==> src/rtl/pfq_pkg.sv <==
package pfq_pkg;
    typedef enum logic [1:0] {
        ST_REFILL1 = 2'd0,
        ST_REFILL2 = 2'd1,
        ST_EXECUTE = 2'd2
    } seq_state_e;

    typedef struct packed {
        seq_state_e state;
        logic       half;
        logic       retire;
    } ctrl_s;
endpackage

==> src/rtl/pfq_ctrl.sv <==
module pfq_ctrl
    import pfq_pkg::*;
(
    input  logic       clk,
    input  logic       rst_n,
    input  logic       flush_req_i,
    input  logic       flush_half_i,
    output seq_state_e state_o,
    output logic       half_o,
    output logic       issue_o,
    output logic       take_flush_o,
    output logic       retire_o
);
    ctrl_s ctrl_d, ctrl_q;
    logic  issue, take_flush;

    always_comb begin
        ctrl_d     = ctrl_q;
        issue      = (ctrl_q.state == ST_EXECUTE);
        take_flush = issue && flush_req_i;
        ctrl_d.retire = issue;
        case (ctrl_q.state)
            ST_REFILL1: ctrl_d.state = ST_REFILL2;
            ST_REFILL2: ctrl_d.state = ST_EXECUTE;
            ST_EXECUTE: begin
                if (take_flush) begin
                    ctrl_d.state = ST_REFILL1;
                    ctrl_d.half  = flush_half_i;
                end
            end
            default:    ctrl_d.state = ST_REFILL1;
        endcase
    end

    always_ff @(posedge clk) begin
        if (!rst_n) begin
            ctrl_q.state  <= ST_REFILL1;
            ctrl_q.half   <= 1'b0;
            ctrl_q.retire <= 1'b0;
        end else begin
            ctrl_q <= ctrl_d;
        end
    end

    assign state_o      = ctrl_q.state;
    assign half_o       = ctrl_q.half;
    assign issue_o      = issue;
    assign take_flush_o = take_flush;
    assign retire_o     = ctrl_q.retire;
endmodule

==> src/rtl/pfq_pc.sv <==
module pfq_pc
    import pfq_pkg::*;
#(
    parameter int          AW       = 32,
    parameter int          IW       = 32,
    parameter int          HW       = 16,
    parameter logic [AW-1:0] RESET_PC = '0
) (
    input  logic          clk,
    input  logic          rst_n,
    input  logic          half_i,
    input  seq_state_e    state_i,
    input  logic          take_flush_i,
    input  logic [AW-1:0] flush_addr_i,
    output logic [AW-1:0] pc_o,
    output logic [AW-1:0] exec_addr_o,
    output logic [AW-1:0] next_addr_o
);
    localparam logic [AW-1:0] WORD_BYTES = AW'(IW / 8);
    localparam logic [AW-1:0] HALF_BYTES = AW'(HW / 8);
    localparam logic [AW-1:0] ALIGN_MASK = ~AW'(1);

    logic [AW-1:0] pc_d, pc_q;
    logic [AW-1:0] size;

    always_comb begin
        size = half_i ? HALF_BYTES : WORD_BYTES;
        if (take_flush_i) pc_d = flush_addr_i & ALIGN_MASK;
        else              pc_d = pc_q + size;
        exec_addr_o = pc_q - (size << 1);
        case (state_i)
            ST_REFILL1: next_addr_o = pc_q;
            ST_REFILL2: next_addr_o = pc_q - size;
            default:    next_addr_o = pc_q - (size << 1);
        endcase
    end

    always_ff @(posedge clk) begin
        if (!rst_n) pc_q <= RESET_PC;
        else        pc_q <= pc_d;
    end

    assign pc_o = pc_q;
endmodule

==> src/rtl/pfq_slots.sv <==
module pfq_slots #(
    parameter int IW = 32,
    parameter int HW = 16
) (
    input  logic          clk,
    input  logic          rst_n,
    input  logic          half_i,
    input  logic [IW-1:0] fetch_data_i,
    output logic [IW-1:0] decode_o
);
    typedef struct packed {
        logic [IW-1:0] fetched;
        logic [IW-1:0] decoded;
    } slots_s;

    slots_s        slots_d, slots_q;
    logic [IW-1:0] narrow;

    generate
        if (HW < IW) begin : g_narrow
            assign narrow = {{(IW-HW){1'b0}}, fetch_data_i[HW-1:0]};
        end else begin : g_same
            assign narrow = fetch_data_i;
        end
    endgenerate

    always_comb begin
        slots_d.fetched = half_i ? narrow : fetch_data_i;
        slots_d.decoded = slots_q.fetched;
    end

    always_ff @(posedge clk) begin
        if (!rst_n) slots_q <= '0;
        else        slots_q <= slots_d;
    end

    assign decode_o = slots_q.decoded;
endmodule

==> src/rtl/prefetch_seq.sv <==
module prefetch_seq
    import pfq_pkg::*;
#(
    parameter int            AW       = 32,
    parameter int            IW       = 32,
    parameter int            HW       = 16,
    parameter logic [AW-1:0] RESET_PC = '0
) (
    input  logic          clk,
    input  logic          rst_n,
    input  logic [IW-1:0] fetch_data_i,
    input  logic          flush_req_i,
    input  logic [AW-1:0] flush_addr_i,
    input  logic          flush_half_i,
    input  logic          illegal_i,
    output logic [AW-1:0] fetch_addr_o,
    output logic          half_mode_o,
    output logic          exec_valid_o,
    output logic [IW-1:0] exec_word_o,
    output logic [AW-1:0] exec_addr_o,
    output logic [AW-1:0] next_addr_o,
    output logic          trap_o,
    output logic          retire_o
);
    seq_state_e state;
    logic       half, issue, take_flush;

    pfq_ctrl u_ctrl (
        .clk          (clk),
        .rst_n        (rst_n),
        .flush_req_i  (flush_req_i),
        .flush_half_i (flush_half_i),
        .state_o      (state),
        .half_o       (half),
        .issue_o      (issue),
        .take_flush_o (take_flush),
        .retire_o     (retire_o)
    );

    pfq_pc #(.AW(AW), .IW(IW), .HW(HW), .RESET_PC(RESET_PC)) u_pc (
        .clk          (clk),
        .rst_n        (rst_n),
        .half_i       (half),
        .state_i      (state),
        .take_flush_i (take_flush),
        .flush_addr_i (flush_addr_i),
        .pc_o         (fetch_addr_o),
        .exec_addr_o  (exec_addr_o),
        .next_addr_o  (next_addr_o)
    );

    pfq_slots #(.IW(IW), .HW(HW)) u_slots (
        .clk          (clk),
        .rst_n        (rst_n),
        .half_i       (half),
        .fetch_data_i (fetch_data_i),
        .decode_o     (exec_word_o)
    );

    assign half_mode_o  = half;
    assign exec_valid_o = issue;
    assign trap_o       = issue && illegal_i;
endmodule

==> config.mk <==
export PLATFORM = sky130hd
export DESIGN_NAME = prefetch_seq
export DESIGN_NICKNAME = d
export VERILOG_FILES = /design/src/rtl/pfq_pkg.sv /design/src/rtl/pfq_ctrl.sv /design/src/rtl/pfq_pc.sv /design/src/rtl/pfq_slots.sv /design/src/rtl/prefetch_seq.sv
export SDC_FILE = /design/constraint.sdc
export NUM_CORES = 1
export LEC_CHECK = 0
export CORE_AREA = 10 10 124 126
export CTS_CLUSTER_SIZE = 40
export DETAILED_ROUTE_END_ITERATION = 10
export DIE_AREA = 0 0 134 136
export PLACE_DENSITY = 0.75
export SLEW_MARGIN = 20
export SYNTH_ARGS = -nofsm -noshare
export SYNTH_HDL_FRONTEND = slang
export SYNTH_SLANG_ARGS = --single-unit
==> constraint.sdc <==
create_clock -name clk -period 2.9 [get_ports clk]
set_clock_uncertainty 0.15 [all_clocks]
set_input_delay 0.725 -clock clk [delete_from_list [all_inputs] [get_ports clk]]
set_output_delay 0.725 -clock clk [all_outputs]
set_load 0.02 [all_outputs]
Word level (Yosys, flattened, before mapping)

Index checks and enable logic that the tools add are counted.

Add/subtract/negate cells: 3
Equality and inequality tests: 3
Muxes and demuxes: 5
Bitwise logic cells: 1
Reduce and logical (&&, ||, !) cells: 6

Operators by type and width:

| cell               | count |
|---|---|
| $pmux 32 s2        | 1 |
| $sub 32x32->32     | 2 |
| $add 32x32->32     | 1 |
| $mux 32            | 1 |
| $mux 3             | 2 |
| $pmux 2 s3         | 1 |
| $reduce_or 2->1    | 2 |
| $eq 2x1->1 const B | 1 |
| $eq 2x2->1 const B | 1 |
| $logic_and 1x1->1  | 2 |
| $logic_not 2->1    | 1 |
| $ne 2x1->1 const B | 1 |
| $reduce_and 2->1   | 1 |
| $not 1->1          | 1 |

Bits in registers: 100
Output and inout bits: 132
Bits of input ports: 69
Word-level logic and storage cells: 26

Longest topological paths before layout

Gate-level depths: netlist of run 1.

Depth in word-level cells: 4
Gate-level depth with buffers: 9
Depth with buffers taken out: 9

Cells and area by module

From an unflattened synthesis of run 1, not the netlist that was laid out.

Cell total of the unflattened synthesis: 560
Area, all modules: 5034.8 µm²

By module, submodules not included:

| module       | times used | seq. area each (µm²) | cells an instance | area an instance (µm²) |
|---|---|---|---|---|
| pfq_pc       | 1          | 620.6                | 410               | 3106.7 |
| pfq_slots    | 1          | 1281.2               | 135               | 1774.2 |
| pfq_ctrl     | 1          | 80.1                 | 14                | 147.6 |
| prefetch_seq | 1          | 0.0                  | 1                 | 6.3 |

Worst setup path before layout of run 1

No wires, ideal clock.

Kind: register to output
Start: register u_ctrl.half_o (netlist name)
End: output port next_addr_o[29]
Setup slack: -535 ps
Data required time: 2025 ps
Stages on the path, launching flop included: 9
Path buffers: 0
Arrival: 2560 ps
Cells stage by stage: dfxtp_1 -> ha_1 -> inv_1 -> fa_1 -> nor4b_1 -> a31oi_1 -> nor3_1 -> nand3_1 -> xnor2_1

Cells in the longest elaborated chain, start to end: 3
Elaborated cells on any way between the ends: 4
Classes of those cells: add/sub: 2; mux: 2

Ends and longest elaborated chain:

| what                                     | line                       | RTL |
|---|---|---|
| $mux 3 *                                 | pfq_pc.sv:27               | `size = half_i ? HALF_BYTES : WORD_BYTES;` |
| $sub 32x32->32, on equally long branches | pfq_pc.sv:34, pfq_pc.sv:33 |  |
| $pmux 32 s2 *                            | pfq_pc.sv:31               | `case (state_i)` |
| end: declaration                         | prefetch_seq.sv:21         | `output logic [AW-1:0] next_addr_o,` |

Mark *: on every way between the ends. The rest lies on a longest branch, timed or not.

Worst setup path in the final report of run 1

Start: register u_pc.pc_q[2] (netlist: u_pc.pc_o[2])
End: output port next_addr_o[28]

Cells in the longest elaborated chain, start to end: 2
Elaborated cells on any way between the ends: 3
Classes of those cells: add/sub: 2; mux: 1

Ends and longest elaborated chain:

| what                                     | line                       | RTL |
|---|---|---|
| start: declaration                       | pfq_pc.sv:23               | `logic [AW-1:0] pc_d, pc_q;` |
| start signal: assignment                 | pfq_pc.sv:40               | `else pc_q <= pc_d;` |
| $sub 32x32->32, on equally long branches | pfq_pc.sv:34, pfq_pc.sv:33 |  |
| $pmux 32 s2 *                            | pfq_pc.sv:31               |  |

Marks and branches as above.

==> report_table.html, run 1 <==
<table>
<tr><th>Metric</th><th>Value</th></tr>
<tr><th colspan="2">Run status</th></tr>
<tr><td>Outcome</td><td>complete, but fails checks</td></tr>
<tr><td>Failing checks</td><td>negative setup slack</td></tr>
<tr><th colspan="2">Synthesis</th></tr>
<tr><td>Total number of yosys warnings</td><td>0</td></tr>
<tr><td>Mapped Avg Cell Area</td><td>8.93 µm²</td></tr>
<tr><td>Number of synthesized flops with an enable pin</td><td>0</td></tr>
<tr><td>Dominant synthesized flop cell</td><td>sky130_fd_sc_hd__dfxtp_1</td></tr>
<tr><td>Asr flop ratio synth</td><td>0%</td></tr>
<tr><td>Synthesis-stage register bit count</td><td>99</td></tr>
<tr><td>Sequential share of the synthesized area</td><td>40.1%</td></tr>
<tr><td>Count of different cell masters after synthesis</td><td>47</td></tr>
<tr><td>Syn Inst Count</td><td>553</td></tr>
<tr><td>Post-Syn Area</td><td>4940 µm²</td></tr>
<tr><th colspan="2">CTS</th></tr>
<tr><td>Clock network latency to the later pin of the worst-skew pair</td><td>0.35 ns</td></tr>
<tr><td>Post-CTS clock slew at the launch and capture registers of the worst setup and hold paths</td><td>0.07 ns</td></tr>
<tr><td>Clock sink total</td><td>99</td></tr>
<tr><td>Clock root buffer master</td><td>sky130_fd_sc_hd__clkbuf_16</td></tr>
<tr><td>CTS buffer count</td><td>9</td></tr>
<tr><td>Max H-tree Level</td><td>3</td></tr>
<tr><td>CTS Buffer Depth</td><td>2</td></tr>
<tr><td>TritonCTS clock tree</td><td>done</td></tr>
<tr><td>Hold-fix buffer count after cts</td><td>0</td></tr>
<tr><th colspan="2">Floorplanning</th></tr>
<tr><td>Die ar.</td><td>18200 µm²</td></tr>
<tr><td>Site Rows</td><td>42</td></tr>
<tr><td>Total I/O pin count</td><td>201</td></tr>
<tr><td>Effective utilization at floorplan</td><td>38.0%</td></tr>
<tr><td>Placeable core region</td><td>13000 µm²</td></tr>
<tr><td>Chip Height</td><td>136 µm</td></tr>
<tr><td>Die Width</td><td>134 µm</td></tr>
<tr><th colspan="2">Power</th></tr>
<tr><td>Register share of total power</td><td>25.9%</td></tr>
<tr><td>Net load switching power</td><td>2.13 mW</td></tr>
<tr><td>Net switching share of the total power</td><td>37.4%</td></tr>
<tr><td>Total power per unit cell area</td><td>615 nW/µm²</td></tr>
<tr><td>Static leakage power</td><td>4.00 nW</td></tr>
<tr><td>Internal power of the cells</td><td>3.56 mW</td></tr>
<tr><td>Power share of the clock group</td><td>21.2%</td></tr>
<tr><td>Overall power after layout</td><td>5.69 mW</td></tr>
<tr><td>Worst vdd ir</td><td>0.306 mV</td></tr>
<tr><td>Fraction of power consumed by combinational cells</td><td>52.9%</td></tr>
<tr><th colspan="2">Worst setup path</th></tr>
<tr><td>Cell Chain, Critical Path</td><td>inv_4 -&gt; ha_4 -&gt; nor2_2 -&gt; o41ai_4 -&gt; or4b_4 -&gt; buf_6 -&gt; nor4_4 -&gt; xor2_2 -&gt; buf_6</td></tr>
<tr><td>Crit path largest cell delay</td><td>0.57 ns</td></tr>
<tr><td>Most Frequent Cell on Critical Path</td><td>sky130_fd_sc_hd__buf_6</td></tr>
<tr><td>Crit start category</td><td>flop</td></tr>
<tr><td>Worst setup slack for register-to-register paths</td><td>0.35 ns</td></tr>
<tr><td>Start of the worst register-to-register path</td><td>u_ctrl.half_o</td></tr>
<tr><td>Slowest CP cell</td><td>sky130_fd_sc_hd__or4b_4</td></tr>
<tr><td>Crit-path max FO</td><td>3</td></tr>
<tr><td>Data arrival time of the worst path</td><td>2.66 ns</td></tr>
<tr><td>Endpoint kind of the worst setup timing path</td><td>output port</td></tr>
<tr><td>Kind of critical path</td><td>reg2out</td></tr>
<tr><td>Required time reported for the critical path endpoint</td><td>2.03 ns</td></tr>
<tr><td>Launching instance or port of the critical path</td><td>u_pc.pc_o[2]</td></tr>
<tr><th colspan="2">STA</th></tr>
<tr><td>Final Critical Period</td><td>3.54 ns</td></tr>
<tr><td>Final hold vios</td><td>0</td></tr>
<tr><td>Endpoints failing setup</td><td>52</td></tr>
<tr><td>Worst Slack Setup Final</td><td>-0.638 ns</td></tr>
<tr><td>Maximum achievable frequency</td><td>283 MHz</td></tr>
<tr><td>Measured slew at the worst slew-check pin</td><td>0.681 ns</td></tr>
<tr><td>Fin crit share</td><td>122%</td></tr>
<tr><td>Slew Viols, Final</td><td>0</td></tr>
<tr><td>Unrepaired setup endpoints after global routing</td><td>yes</td></tr>
<tr><td>Worst hold slack across all endpoints</td><td>0.285 ns</td></tr>
<tr><td>Worst slew margin relative to its limit</td><td>54.2%</td></tr>
<tr><th colspan="2">Worst hold path</th></tr>
<tr><td>Tightest Hold Check Type</td><td>reg2reg</td></tr>
<tr><td>Hold path startpoint</td><td>u_slots.slots_d[18]</td></tr>
<tr><th colspan="2">Routing</th></tr>
<tr><td>Post-detailed-route DRC marker count</td><td>0</td></tr>
<tr><td>Number of antenna-violating nets in the routed design</td><td>0</td></tr>
<tr><td>Detailed-routing iteration count for the pre-antenna-repair pass</td><td>4</td></tr>
<tr><td>Via/cell ratio</td><td>4.97</td></tr>
<tr><td>Routed WL</td><td>19600 µm</td></tr>
<tr><td>DRT iter0 DRCs</td><td>365</td></tr>
<tr><td>Average routed wire per standard cell</td><td>18.9 µm</td></tr>
<tr><td>Count of vias placed by the detailed router</td><td>5143</td></tr>
<tr><th colspan="2">Global route</th></tr>
<tr><td>Number of global-route vias before repair</td><td>5206</td></tr>
<tr><td>Number of antenna violations at the first check in global routing</td><td>1</td></tr>
<tr><td>Global Route Usage Sum</td><td>19.5%</td></tr>
<tr><td>Total global routing overflow</td><td>0</td></tr>
<tr><td>Wire length of the first global-routing pass</td><td>28600 µm</td></tr>
<tr><td>Maximum number of pins on one net before global-route repair</td><td>63</td></tr>
<tr><th colspan="2">Finish</th></tr>
<tr><td>Area growth syn-to-layout</td><td>87.4%</td></tr>
<tr><td>Most used cells in the layout excluding fill and tap cells</td><td>sky130_fd_sc_hd__clkdlybuf4s50_1 (136), sky130_fd_sc_hd__buf_4 (134), sky130_fd_sc_hd__dfxtp_1 (94)</td></tr>
<tr><td>Final Net Count</td><td>930</td></tr>
<tr><td>Leading cell type in the layout, fill and taps excluded</td><td>sky130_fd_sc_hd__clkdlybuf4s50_1</td></tr>
<tr><td>Fraction of final layout cells with drive strength greater than 1</td><td>40.5%</td></tr>
<tr><td>Fill cell count</td><td>900</td></tr>
<tr><th colspan="2">Placed design</th></tr>
<tr><td>Estimated wirelength of the detail-placed design</td><td>13400 µm</td></tr>
<tr><td>Number of buffer cells added on primary ports</td><td>196</td></tr>
<tr><td>GPL Wtd Cong</td><td>0.914</td></tr>
<tr><th colspan="2">Run</th></tr>
<tr><td>Max-cap violation count</td><td>0</td></tr>
</table>
[per-stage QoR]
stage          worst slack, ns  setup TNS, ns  util, %  instances  area (µm²)
5_1_grt                 -0.686         -22.03     71.3       1034        9250
3_5_place_dp            -0.741         -24.55     61.5        979        7980
2_1_floorplan           -0.211          -2.78        -        555        5260
6_report                -0.638         -18.56     71.3       1035        9250
3_3_place_gp            -0.699         -23.19     61.5        979        7980
4_1_cts                 -0.605         -18.43     67.7       1019        8790
[Yosys cell counts, types with 3 or more instances]
| cell type | number | share of area, % |
|---|---|---|
| sky130_fd_sc_hd__dfxtp_1 | 99 | 40 |
| sky130_fd_sc_hd__and2_1 | 67 | 8.5 |
| sky130_fd_sc_hd__xor2_1 | 50 | 8.9 |
| sky130_fd_sc_hd__nand2_1 | 35 | 2.7 |
| sky130_fd_sc_hd__xnor2_1 | 35 | 6.2 |
| sky130_fd_sc_hd__clkbuf_1 | 31 | 2.4 |
| sky130_fd_sc_hd__nor2_1 | 31 | 2.4 |
| sky130_fd_sc_hd__a21oi_1 | 24 | 2.4 |
| sky130_fd_sc_hd__o21ai_0 | 24 | 2.4 |
| sky130_fd_sc_hd__nand3_1 | 19 | 1.9 |
| sky130_fd_sc_hd__nor3_1 | 14 | 1.4 |
| sky130_fd_sc_hd__nand4_1 | 11 | 1.4 |
| sky130_fd_sc_hd__nor4_1 | 10 | 1.3 |
| sky130_fd_sc_hd__buf_2 | 9 | 0.91 |
| sky130_fd_sc_hd__inv_1 | 9 | 0.68 |
| sky130_fd_sc_hd__nand2b_1 | 8 | 1.0 |
| sky130_fd_sc_hd__o211a_1 | 8 | 1.6 |
| sky130_fd_sc_hd__ha_1 | 6 | 1.5 |
| sky130_fd_sc_hd__buf_4 | 5 | 0.76 |
| sky130_fd_sc_hd__buf_6 | 5 | 1.1 |
| sky130_fd_sc_hd__and3_1 | 4 | 0.51 |
| sky130_fd_sc_hd__and4_1 | 4 | 0.71 |
| sky130_fd_sc_hd__nor3_2 | 4 | 0.81 |
| sky130_fd_sc_hd__nor3b_1 | 4 | 0.61 |
| sky130_fd_sc_hd__or3_1 | 4 | 0.51 |
| sky130_fd_sc_hd__a21boi_0 | 3 | 0.46 |
| sky130_fd_sc_hd__fa_1 | 3 | 1.2 |
| sky130_fd_sc_hd__nor2b_1 | 3 | 0.38 |
| sky130_fd_sc_hd__or4_1 | 3 | 0.46 |
[power by group through the flow]
stage | sequential (mW) | clock [mW] | combinational (mW)
2_1_floorplan | 1.55 | 0 | 1.15
3_3_place_gp | 1.50 | 0 | 2.30
3_5_place_dp | 1.50 | 0 | 2.33
4_1_cts | 1.47 | 1.23 | 2.67
5_1_grt | 1.48 | 1.28 | 3.16
6_report | 1.48 | 1.20 | 3.01
[area by class of cell]
class	instances	area, µm²	share of cell area, %
flip-flops and latches	99	2000	21.6
diodes	2	5.00	0.0541
inverters	9	38.8	0.419
clock inverters	6	65.1	0.703
multi-input cells	396	3570	38.5
clock buffers	10	239	2.58
well taps	176	220	2.38
repair buffers	337	3120	33.7
[worst paths after layout]
path         depth (start not counted)                    to
max                                  9       next_addr_o[28]
min reg2reg                          1  u_slots.decode_o[18]
min                                  1  u_slots.decode_o[18]
max reg2reg                          8         u_pc.pc_o[23]
[layer usage]
layer | part of all wire, % | global-route usage [%] | vias up
li1 | - | - | 2410
met1 | 38 | 22.2 | 2492
met4 | 2.7 | 7.86 | 0
met5 | 0 | 0 | -
met3 | 6.6 | 4.98 | 34
met2 | 53 | 34.3 | 207
[kinds of logic after synthesis]
group,count (synthesis),synth area share [%]
other,1,0.0759
AOI/OAI and AO/OA,64,7.83
xor gates and xnor gates,85,15.1
adders and majority gates,9,2.74
DFF,99,40.1
buffers and inverters,61,6.00
and+or+nand+nor,234,28.1
[state kept, by name (all words and copies together) (netlist names)]
signal,flops
u_slots.decode_o,32
u_slots.slots_d,32
u_pc.pc_o,31
u_ctrl.state_o,2
u_ctrl.half_o,1
u_ctrl.retire_o,1
[what timing repair did]
item                                    in CTS  in global routing
resized for setup                          389                 85
endpoints found under the setup margin      59                 59
hold endpoints to repair                     0                  0
buffers inserted                            24                 26
cloned                                       1                  0
pin swaps                                   27                 48
[worst max-delay path: cells and delay by family (launching register included)]
family	cells	cell delay (ns)
fa+ha+maj	1	0.27
buf+inv	3	0.34
flops	1	0.37
simple gates	3	0.78
compound gates	1	0.34
xor+xnor	1	0.20
Power figures use the tool's default switching activity.
==> run 2: changes to the inputs <==
==> constraint.sdc (replaced) <==
create_clock -name clk -period 2.9 [get_ports clk]
set_clock_uncertainty 0.15 [all_clocks]
set_input_delay 0.725 -clock clk [delete_from_list [all_inputs] [get_ports clk]]
set_output_delay 0.725 -clock clk [all_outputs]
set_load 0.005 [all_outputs]
==> report_table.html, run 2 (same netlist as run 1, synthesis figures left out) <==
<table>
<tr><th>Metric</th><th>Value</th></tr>
<tr><th colspan="2">CTS</th></tr>
<tr><td>Clock sink total</td><td>99 (unchanged)</td></tr>
<tr><td>Clock network latency to the later pin of the worst-skew pair</td><td>0.35 ns (about the same)</td></tr>
<tr><td>CTS buffer count</td><td>9 (unchanged)</td></tr>
<tr><td>Post-CTS clock slew at the launch and capture registers of the worst setup and hold paths</td><td>0.08 ns (about the same)</td></tr>
<tr><td>TritonCTS clock tree</td><td>done</td></tr>
<tr><td>Clock root buffer master</td><td>sky130_fd_sc_hd__clkbuf_16</td></tr>
<tr><td>CTS Buffer Depth</td><td>2 (unchanged)</td></tr>
<tr><td>Max H-tree Level</td><td>3 (unchanged)</td></tr>
<tr><th colspan="2">Finish</th></tr>
<tr><td>Leading cell type in the layout, fill and taps excluded</td><td>sky130_fd_sc_hd__clkdlybuf4s50_1</td></tr>
<tr><td>Post-layout instance area</td><td>8980 µm² (-3.0%)</td></tr>
<tr><td>Area of combinational cells with multiple inputs</td><td>3420 µm² (-4.2%)</td></tr>
<tr><td>Area growth syn-to-layout</td><td>81.8%</td></tr>
<tr><td>Fill cell count</td><td>933 (+3.7%)</td></tr>
<tr><td>Most used cells in the layout excluding fill and tap cells</td><td>sky130_fd_sc_hd__clkdlybuf4s50_1 (136), sky130_fd_sc_hd__buf_4 (104), sky130_fd_sc_hd__dfxtp_1 (90)</td></tr>
<tr><td>Final Net Count</td><td>938 (+0.86%)</td></tr>
<tr><td>Area taken by flip-flops and latches</td><td>2010 µm² (+0.38%)</td></tr>
<tr><td>Fraction of final layout cells with drive strength greater than 1</td><td>39.7% (-0.84 points)</td></tr>
<tr><th colspan="2">Run status</th></tr>
<tr><td>Outcome</td><td>complete, but fails checks</td></tr>
<tr><td>Failing checks</td><td>negative setup slack</td></tr>
<tr><th colspan="2">Worst hold path</th></tr>
<tr><td>Hold path startpoint</td><td>u_slots.slots_d[8]</td></tr>
<tr><td>Tightest Hold Check Type</td><td>reg2reg</td></tr>
<tr><th colspan="2">Power</th></tr>
<tr><td>Net load switching power</td><td>1.74 mW (-18%)</td></tr>
<tr><td>Fraction of power consumed by combinational cells</td><td>48.0% (-4.9 points)</td></tr>
<tr><td>Static leakage power</td><td>3.97 nW (-0.53%)</td></tr>
<tr><td>Power share of the clock group</td><td>23.2% (+2.0 points)</td></tr>
<tr><td>Total power per unit cell area</td><td>571 nW/µm² (-7.0%)</td></tr>
<tr><td>Internal power of the cells</td><td>3.39 mW (-4.7%)</td></tr>
<tr><td>Net switching share of the total power</td><td>33.8% (-3.6 points)</td></tr>
<tr><td>Worst vdd ir</td><td>0.297 mV (-2.8%)</td></tr>
<tr><td>Register share of total power</td><td>28.8% (+2.9 points)</td></tr>
<tr><th colspan="2">Placed design</th></tr>
<tr><td>Estimated wirelength of the detail-placed design</td><td>13600 µm (+1.2%)</td></tr>
<tr><td>Area after DPL</td><td>7640 µm² (-4.2%)</td></tr>
<tr><td>Dpl ws</td><td>-0.723 ns (+0.0175 ns)</td></tr>
<tr><td>Number of buffer cells added on primary ports</td><td>196 (unchanged)</td></tr>
<tr><td>GPL Wtd Cong</td><td>0.934 (+2.2%)</td></tr>
<tr><th colspan="2">Global route</th></tr>
<tr><td>Number of antenna violations at the first check in global routing</td><td>1 (unchanged)</td></tr>
<tr><td>Wire length of the first global-routing pass</td><td>29000 µm (+1.6%)</td></tr>
<tr><td>Number of global-route vias before repair</td><td>5448 (+4.6%)</td></tr>
<tr><td>Total global routing overflow</td><td>0 (unchanged)</td></tr>
<tr><td>Maximum number of pins on one net before global-route repair</td><td>49 (-22%)</td></tr>
<tr><td>Global Route Usage Sum</td><td>20.0% (+0.49 points)</td></tr>
<tr><th colspan="2">Routing</th></tr>
<tr><td>Number of antenna-violating nets in the routed design</td><td>0 (unchanged)</td></tr>
<tr><td>Post-detailed-route DRC marker count</td><td>0 (unchanged)</td></tr>
<tr><td>Average routed wire per standard cell</td><td>19.0 µm (+0.78%)</td></tr>
<tr><td>Detailed-routing iteration count for the pre-antenna-repair pass</td><td>4 (unchanged)</td></tr>
<tr><td>Count of vias placed by the detailed router</td><td>5195 (+1.0%)</td></tr>
<tr><td>Routed WL</td><td>19800 µm (+1.5%)</td></tr>
<tr><td>DRT iter0 DRCs</td><td>239 (-35%)</td></tr>
<tr><td>Via/cell ratio</td><td>4.99 (+0.33%)</td></tr>
<tr><th colspan="2">STA</th></tr>
<tr><td>Fin crit share</td><td>124% (+1.5 points)</td></tr>
<tr><td>Unrepaired setup endpoints after global routing</td><td>yes</td></tr>
<tr><td>Endpoints failing setup</td><td>49 (-5.8%)</td></tr>
<tr><td>Final Critical Period</td><td>3.58 ns (+0.0434 ns)</td></tr>
<tr><td>Worst hold slack across all endpoints</td><td>0.285 ns (+0.0000630 ns)</td></tr>
<tr><td>Setup TNS after final layout</td><td>-18.92 ns (-0.359 ns)</td></tr>
<tr><td>Worst slew margin relative to its limit</td><td>42.0% (-12 points)</td></tr>
<tr><td>Maximum achievable frequency</td><td>279 MHz (-1.2%)</td></tr>
<tr><td>Final hold vios</td><td>0 (unchanged)</td></tr>
<tr><td>Worst Slack Setup Final</td><td>-0.682 ns (-0.0434 ns)</td></tr>
<tr><td>Slew Viols, Final</td><td>0 (unchanged)</td></tr>
<tr><td>Measured slew at the worst slew-check pin</td><td>0.868 ns (+0.187 ns)</td></tr>
<tr><th colspan="2">Floorplanning</th></tr>
<tr><td>Effective utilization at floorplan</td><td>38.0% (unchanged)</td></tr>
<tr><td>Die ar.</td><td>18200 µm² (unchanged)</td></tr>
<tr><td>Site Rows</td><td>42 (unchanged)</td></tr>
<tr><td>Die Width</td><td>134 µm (unchanged)</td></tr>
<tr><td>Placeable core region</td><td>13000 µm² (unchanged)</td></tr>
<tr><td>Chip Height</td><td>136 µm (unchanged)</td></tr>
<tr><td>Total I/O pin count</td><td>201 (unchanged)</td></tr>
<tr><th colspan="2">Worst setup path</th></tr>
<tr><td>Crit start category</td><td>flop</td></tr>
<tr><td>Data arrival time of the worst path</td><td>2.71 ns (+0.05 ns)</td></tr>
<tr><td>Kind of critical path</td><td>reg2out</td></tr>
<tr><td>Launching instance or port of the critical path</td><td>u_pc.pc_o[2]</td></tr>
<tr><td>Endpoint kind of the worst setup timing path</td><td>output port</td></tr>
<tr><td>Required time reported for the critical path endpoint</td><td>2.03 ns (about the same)</td></tr>
<tr><td>Crit-path max FO</td><td>5 (+2)</td></tr>
<tr><td>Start of the worst register-to-register path</td><td>u_ctrl.half_o</td></tr>
<tr><th colspan="2">Run</th></tr>
<tr><td>Max-cap violation count</td><td>0 (unchanged)</td></tr>
</table>
## run 2: cell count changes in the layout (fill, tap and decap cells not counted), moves of 3 or more
cell and delta:
sky130_fd_sc_hd__buf_2 +52, sky130_fd_sc_hd__buf_4 -30, sky130_fd_sc_hd__buf_6 -17, sky130_fd_sc_hd__xor2_1 +13
sky130_fd_sc_hd__xor2_2 -13, sky130_fd_sc_hd__dfxtp_1 -4, sky130_fd_sc_hd__xnor2_1 +4, sky130_fd_sc_hd__dfxtp_2 +3
## run 2: worst max-delay path: stages, from the launching register on
cell and delay, ns:
sky130_fd_sc_hd__dfxtp_4 0.39, sky130_fd_sc_hd__inv_4 0.04, sky130_fd_sc_hd__ha_4 0.27, sky130_fd_sc_hd__nor2_2 0.04, sky130_fd_sc_hd__o41ai_2 0.23, sky130_fd_sc_hd__buf_4 0.20
sky130_fd_sc_hd__or4b_4 0.54, sky130_fd_sc_hd__buf_4 0.18, sky130_fd_sc_hd__nor2_4 0.11, sky130_fd_sc_hd__xor2_1 0.19, sky130_fd_sc_hd__buf_2 0.15
## run 2: metrics by stage
| step | total power, mW | utilization, % | std cells |
|---|---|---|---|
| 4_1_cts | 4.86 | 66.0 | 1025 |
| 3_3_place_gp | 3.34 | 58.9 | 975 |
| 6_report | 5.13 | 69.2 | 1042 |
| 3_5_place_dp | 3.37 | 58.9 | 975 |
| 5_1_grt | 5.36 | 69.2 | 1042 |
| 2_1_floorplan | 2.23 | - | 555 |
## run 2: worst paths after layout
check | endpoint | slack [ns] | cells past startpoint
worst max-delay path | next_addr_o[20] | -0.68 | 10
worst min-delay path | u_slots.decode_o[8] | 0.29 | 1
worst max register to register | u_pc.pc_o[31] | 0.10 | 11
worst min register to register | u_slots.decode_o[8] | 0.29 | 1
## run 2: timing repair
action / in CTS / in global routing
hold buffers: 0 / 0
setup buffers: 35 / 21
pin swaps: 54 / 45
gates cloned: 1 / 0
setup endpoints to repair: 59 / 56
gates resized for setup: 355 / 66
## run 2: routing by layer
metal  part of all wire, %  wire length (µm)  track usage (%)
met1                    41              8080             22.9
met2                    49              9770             33.7
met3                   6.8              1350             6.57
met4                   3.2               629             8.77
met5                     0                 0                0
## run 2: power by group through the flow
stage | Sequential, mW | Clock, mW | Combinational [mW]
floorplan | 1.50 | 0 | 0.734
global placement | 1.50 | 0 | 1.84
detailed placement | 1.50 | 0 | 1.87
CTS | 1.47 | 1.21 | 2.18
global route | 1.48 | 1.27 | 2.61
finish | 1.48 | 1.19 | 2.46
## run 2: area by class of cell
cell class	instances	area share, %
inverters	9	0.432
clock buffers	9	2.51
diodes	1	0.0279
clock inverters	7	0.795
well taps	176	2.45
flip-flops and latches	99	22.3
repair buffers	345	33.4
multi-input cells	396	38.1
==> run 3: changes to the inputs <==
--- a/config.mk
+++ b/config.mk
@@ -9,7 +9,7 @@
 export CTS_CLUSTER_SIZE = 40
 export DETAILED_ROUTE_END_ITERATION = 10
 export DIE_AREA = 0 0 134 136
-export PLACE_DENSITY = 0.75
+export PLACE_DENSITY_LB_ADDON = 0.2
 export SLEW_MARGIN = 20
 export SYNTH_ARGS = -nofsm -noshare
 export SYNTH_HDL_FRONTEND = slang
==> report_table.html, run 3 (same netlist as run 1, synthesis figures left out) <==
<table>
<tr><th>Metric</th><th>Value</th></tr>
<tr><th colspan="2">Finish</th></tr>
<tr><td>Area of combinational cells with multiple inputs</td><td>3370 µm² (-1.5%)</td></tr>
<tr><td>ANT cells</td><td>0 (-1)</td></tr>
<tr><td>Fraction of final layout cells with drive strength greater than 1</td><td>38.1% (-1.5 points)</td></tr>
<tr><td>Leading cell type in the layout, fill and taps excluded</td><td>sky130_fd_sc_hd__clkdlybuf4s50_1</td></tr>
<tr><td>Fin util</td><td>68.4% (-0.71 points)</td></tr>
<tr><td>Fill cell count</td><td>1013 (+8.6%)</td></tr>
<tr><td>Most used cells in the layout excluding fill and tap cells</td><td>sky130_fd_sc_hd__clkdlybuf4s50_1 (136), sky130_fd_sc_hd__buf_4 (102), sky130_fd_sc_hd__dfxtp_1 (92)</td></tr>
<tr><td>Final Net Count</td><td>933 (-0.53%)</td></tr>
<tr><td>Area taken by flip-flops and latches</td><td>2010 µm² (unchanged)</td></tr>
<tr><td>Area growth syn-to-layout</td><td>79.9%</td></tr>
<tr><th colspan="2">Power</th></tr>
<tr><td>Worst vdd ir</td><td>0.291 mV (-2.2%)</td></tr>
<tr><td>Total power per unit cell area</td><td>572 nW/µm² (+0.12%)</td></tr>
<tr><td>Static leakage power</td><td>3.95 nW (-0.66%)</td></tr>
<tr><th colspan="2">Placed design</th></tr>
<tr><td>Dpl ws</td><td>-0.670 ns (+0.0533 ns)</td></tr>
<tr><td>GPL Wtd Cong</td><td>0.877 (-6.0%)</td></tr>
<tr><td>Number of buffer cells added on primary ports</td><td>196 (unchanged)</td></tr>
<tr><td>Estimated wirelength of the detail-placed design</td><td>12900 µm (-5.1%)</td></tr>
<tr><th colspan="2">CTS</th></tr>
<tr><td>Max H-tree Level</td><td>3 (unchanged)</td></tr>
<tr><td>Clock root buffer master</td><td>sky130_fd_sc_hd__clkbuf_16</td></tr>
<tr><td>CTS buffer count</td><td>9 (unchanged)</td></tr>
<tr><td>TritonCTS clock tree</td><td>done</td></tr>
<tr><td>Clock network latency to the later pin of the worst-skew pair</td><td>0.34 ns (about the same)</td></tr>
<tr><td>Clock sink total</td><td>99 (unchanged)</td></tr>
<tr><td>Hold-fix buffer count after cts</td><td>0 (unchanged)</td></tr>
<tr><td>CTS Buffer Depth</td><td>2 (unchanged)</td></tr>
<tr><td>Post-CTS clock slew at the launch and capture registers of the worst setup and hold paths</td><td>0.08 ns (about the same)</td></tr>
<tr><th colspan="2">Worst setup path</th></tr>
<tr><td>Endpoint kind of the worst setup timing path</td><td>output port</td></tr>
<tr><td>Most Frequent Cell on Critical Path</td><td>sky130_fd_sc_hd__buf_6</td></tr>
<tr><td>Data arrival time of the worst path</td><td>2.59 ns (-0.12 ns)</td></tr>
<tr><td>Kind of critical path</td><td>reg2out</td></tr>
<tr><td>Crit start category</td><td>flop</td></tr>
<tr><td>Family of cells with the greatest summed delay on the critical path</td><td>simple AND/OR/NAND/NOR gates</td></tr>
<tr><td>Crit-path max FO</td><td>5 (unchanged)</td></tr>
<tr><td>Buffers plus inverters on the worst setup path</td><td>4 (unchanged)</td></tr>
<tr><td>Slowest CP cell</td><td>sky130_fd_sc_hd__or4b_4</td></tr>
<tr><td>Required time reported for the critical path endpoint</td><td>2.03 ns (about the same)</td></tr>
<tr><td>Crit path largest cell delay</td><td>0.52 ns (-0.02 ns)</td></tr>
<tr><td>Cell Chain, Critical Path</td><td>buf_6 -&gt; ha_4 -&gt; o41ai_4 -&gt; buf_4 -&gt; or4b_4 -&gt; buf_6 -&gt; nor3_4 -&gt; xor2_1 -&gt; buf_2</td></tr>
<tr><th colspan="2">STA</th></tr>
<tr><td>Worst slew margin relative to its limit</td><td>41.5% (-0.53 points)</td></tr>
<tr><td>Final hold vios</td><td>0 (unchanged)</td></tr>
<tr><td>Worst Slack Setup Final</td><td>-0.561 ns (+0.120 ns)</td></tr>
<tr><td>Endpoints failing setup</td><td>52 (+6.1%)</td></tr>
<tr><td>Fin crit share</td><td>119% (-4.1 points)</td></tr>
<tr><td>Maximum achievable frequency</td><td>289 MHz (+3.5%)</td></tr>
<tr><td>Worst hold slack across all endpoints</td><td>0.280 ns (-0.00520 ns)</td></tr>
<tr><td>Unrepaired setup endpoints after global routing</td><td>yes</td></tr>
<tr><td>Measured slew at the worst slew-check pin</td><td>0.876 ns (+0.00797 ns)</td></tr>
<tr><td>Setup TNS after final layout</td><td>-16.12 ns (+2.79 ns)</td></tr>
<tr><td>Final Critical Period</td><td>3.46 ns (-0.120 ns)</td></tr>
<tr><td>Slew Viols, Final</td><td>0 (unchanged)</td></tr>
<tr><th colspan="2">Routing</th></tr>
<tr><td>Routed WL</td><td>18600 µm (-6.4%)</td></tr>
<tr><td>Post-detailed-route DRC marker count</td><td>0 (unchanged)</td></tr>
<tr><td>Number of antenna-violating nets in the routed design</td><td>0 (unchanged)</td></tr>
<tr><td>Average routed wire per standard cell</td><td>17.9 µm (-5.8%)</td></tr>
<tr><td>DRT iter0 DRCs</td><td>306 (+28%)</td></tr>
<tr><td>Count of vias placed by the detailed router</td><td>5058 (-2.6%)</td></tr>
<tr><td>Via/cell ratio</td><td>4.88 (-2.1%)</td></tr>
<tr><td>Detailed-routing iteration count for the pre-antenna-repair pass</td><td>4 (unchanged)</td></tr>
<tr><th colspan="2">Global route</th></tr>
<tr><td>Total global routing overflow</td><td>0 (unchanged)</td></tr>
<tr><td>Number of antenna violations at the first check in global routing</td><td>1 (unchanged)</td></tr>
<tr><td>Wire length of the first global-routing pass</td><td>28100 µm (-3.3%)</td></tr>
<tr><td>Maximum number of pins on one net before global-route repair</td><td>84 (+71%)</td></tr>
<tr><td>Global Route Usage Sum</td><td>19.1% (-0.93 points)</td></tr>
<tr><td>Number of global-route vias before repair</td><td>5136 (-5.7%)</td></tr>
<tr><th colspan="2">Floorplanning</th></tr>
<tr><td>Chip Height</td><td>136 µm (unchanged)</td></tr>
<tr><td>Effective utilization at floorplan</td><td>38.0% (unchanged)</td></tr>
<tr><td>Site Rows</td><td>42 (unchanged)</td></tr>
<tr><td>Placeable core region</td><td>13000 µm² (unchanged)</td></tr>
<tr><td>Total I/O pin count</td><td>201 (unchanged)</td></tr>
<tr><td>Die ar.</td><td>18200 µm² (unchanged)</td></tr>
<tr><td>Die Width</td><td>134 µm (unchanged)</td></tr>
<tr><th colspan="2">Run</th></tr>
<tr><td>Max-cap violation count</td><td>0 (unchanged)</td></tr>
<tr><th colspan="2">Worst hold path</th></tr>
<tr><td>Tightest Hold Check Type</td><td>reg2reg</td></tr>
<tr><th colspan="2">Run status</th></tr>
<tr><td>Outcome</td><td>complete, but fails checks</td></tr>
<tr><td>Failing checks</td><td>negative setup slack</td></tr>
</table>
==> run 3: cell count changes in the layout (fill, tap and decap cells not counted), moves of 3 or more <==
cell	previous run	this run
sky130_fd_sc_hd__nor2_4	15	11
sky130_fd_sc_hd__xor2_1	45	49
sky130_fd_sc_hd__xor2_2	5	1
sky130_fd_sc_hd__dfxtp_2	4	1
sky130_fd_sc_hd__nand2_2	7	4
sky130_fd_sc_hd__nand2_4	4	7
==> run 3: worst register-to-register path: stages, from the launching register on <==
cell and delay, ns:
sky130_fd_sc_hd__dfxtp_4 0.41, sky130_fd_sc_hd__buf_4 0.14, sky130_fd_sc_hd__ha_1 0.18, sky130_fd_sc_hd__fa_1 0.25, sky130_fd_sc_hd__and4_1 0.35, sky130_fd_sc_hd__nand4_1 0.33, sky130_fd_sc_hd__nor3_1 0.30, sky130_fd_sc_hd__xnor2_1 0.15
sky130_fd_sc_hd__a21oi_1 0.08
==> run 3: area by class of cell <==
class                      instances  area share, %
clock buffer                       9           2.54
clock inverter                     7           1.03
sequential                        99           22.6
timing repair buffer             340           33.1
tap                              176           2.48
inverter                           9          0.437
multi-input combinational        396           37.9
==> run 3: per-stage QoR <==
| step | instance area, µm² | std cells | power, mW |
|---|---|---|---|
| finish | 8880 | 1036 | 5.08 |
| global route | 8880 | 1036 | 5.34 |
| CTS | 8550 | 1020 | 4.86 |
| detailed placement | 7610 | 969 | 3.35 |
| global placement | 7610 | 969 | 3.33 |
| floorplan | 4980 | 555 | 2.23 |
==> run 3: worst paths after layout <==
path | from | to | slack (ns) | cells past startpoint
max reg2reg | u_ctrl.half_o | u_pc.pc_o[23] | 0.44 | 8
min reg2reg | u_slots.slots_d[29] | u_slots.decode_o[29] | 0.28 | 1
max | u_ctrl.half_o | next_addr_o[22] | -0.56 | 9
min | u_slots.slots_d[29] | u_slots.decode_o[29] | 0.28 | 1
==> run 3: power by group <==
group	switching (mW)	leakage [nW]	internal (mW)
clock network	0.597	0.152	0.624
logic	1.06	2.98	1.33
registers	0.0424	0.819	1.43
==> run 3: per-layer routing <==
| metal | wire length, µm | up-vias | global-route usage (%) |
|---|---|---|---|
| met5 | 18 | - | 0 |
| met4 | 302 | 2 | 5.20 |
| met3 | 1610 | 28 | 7.12 |
| met2 | 9020 | 181 | 32.3 |
| met1 | 7620 | 2416 | 22.3 |
| li1 | - | 2431 | - |
==> run 3: repair_timing <==
| item | in CTS | in global routing |
|---|---|---|
| gates resized for setup | 345 | 63 |
| cloned | 1 | 0 |
| buffers inserted | 40 | 22 |
| pin swaps | 53 | 39 |
| setup endpoints to repair | 59 | 55 |
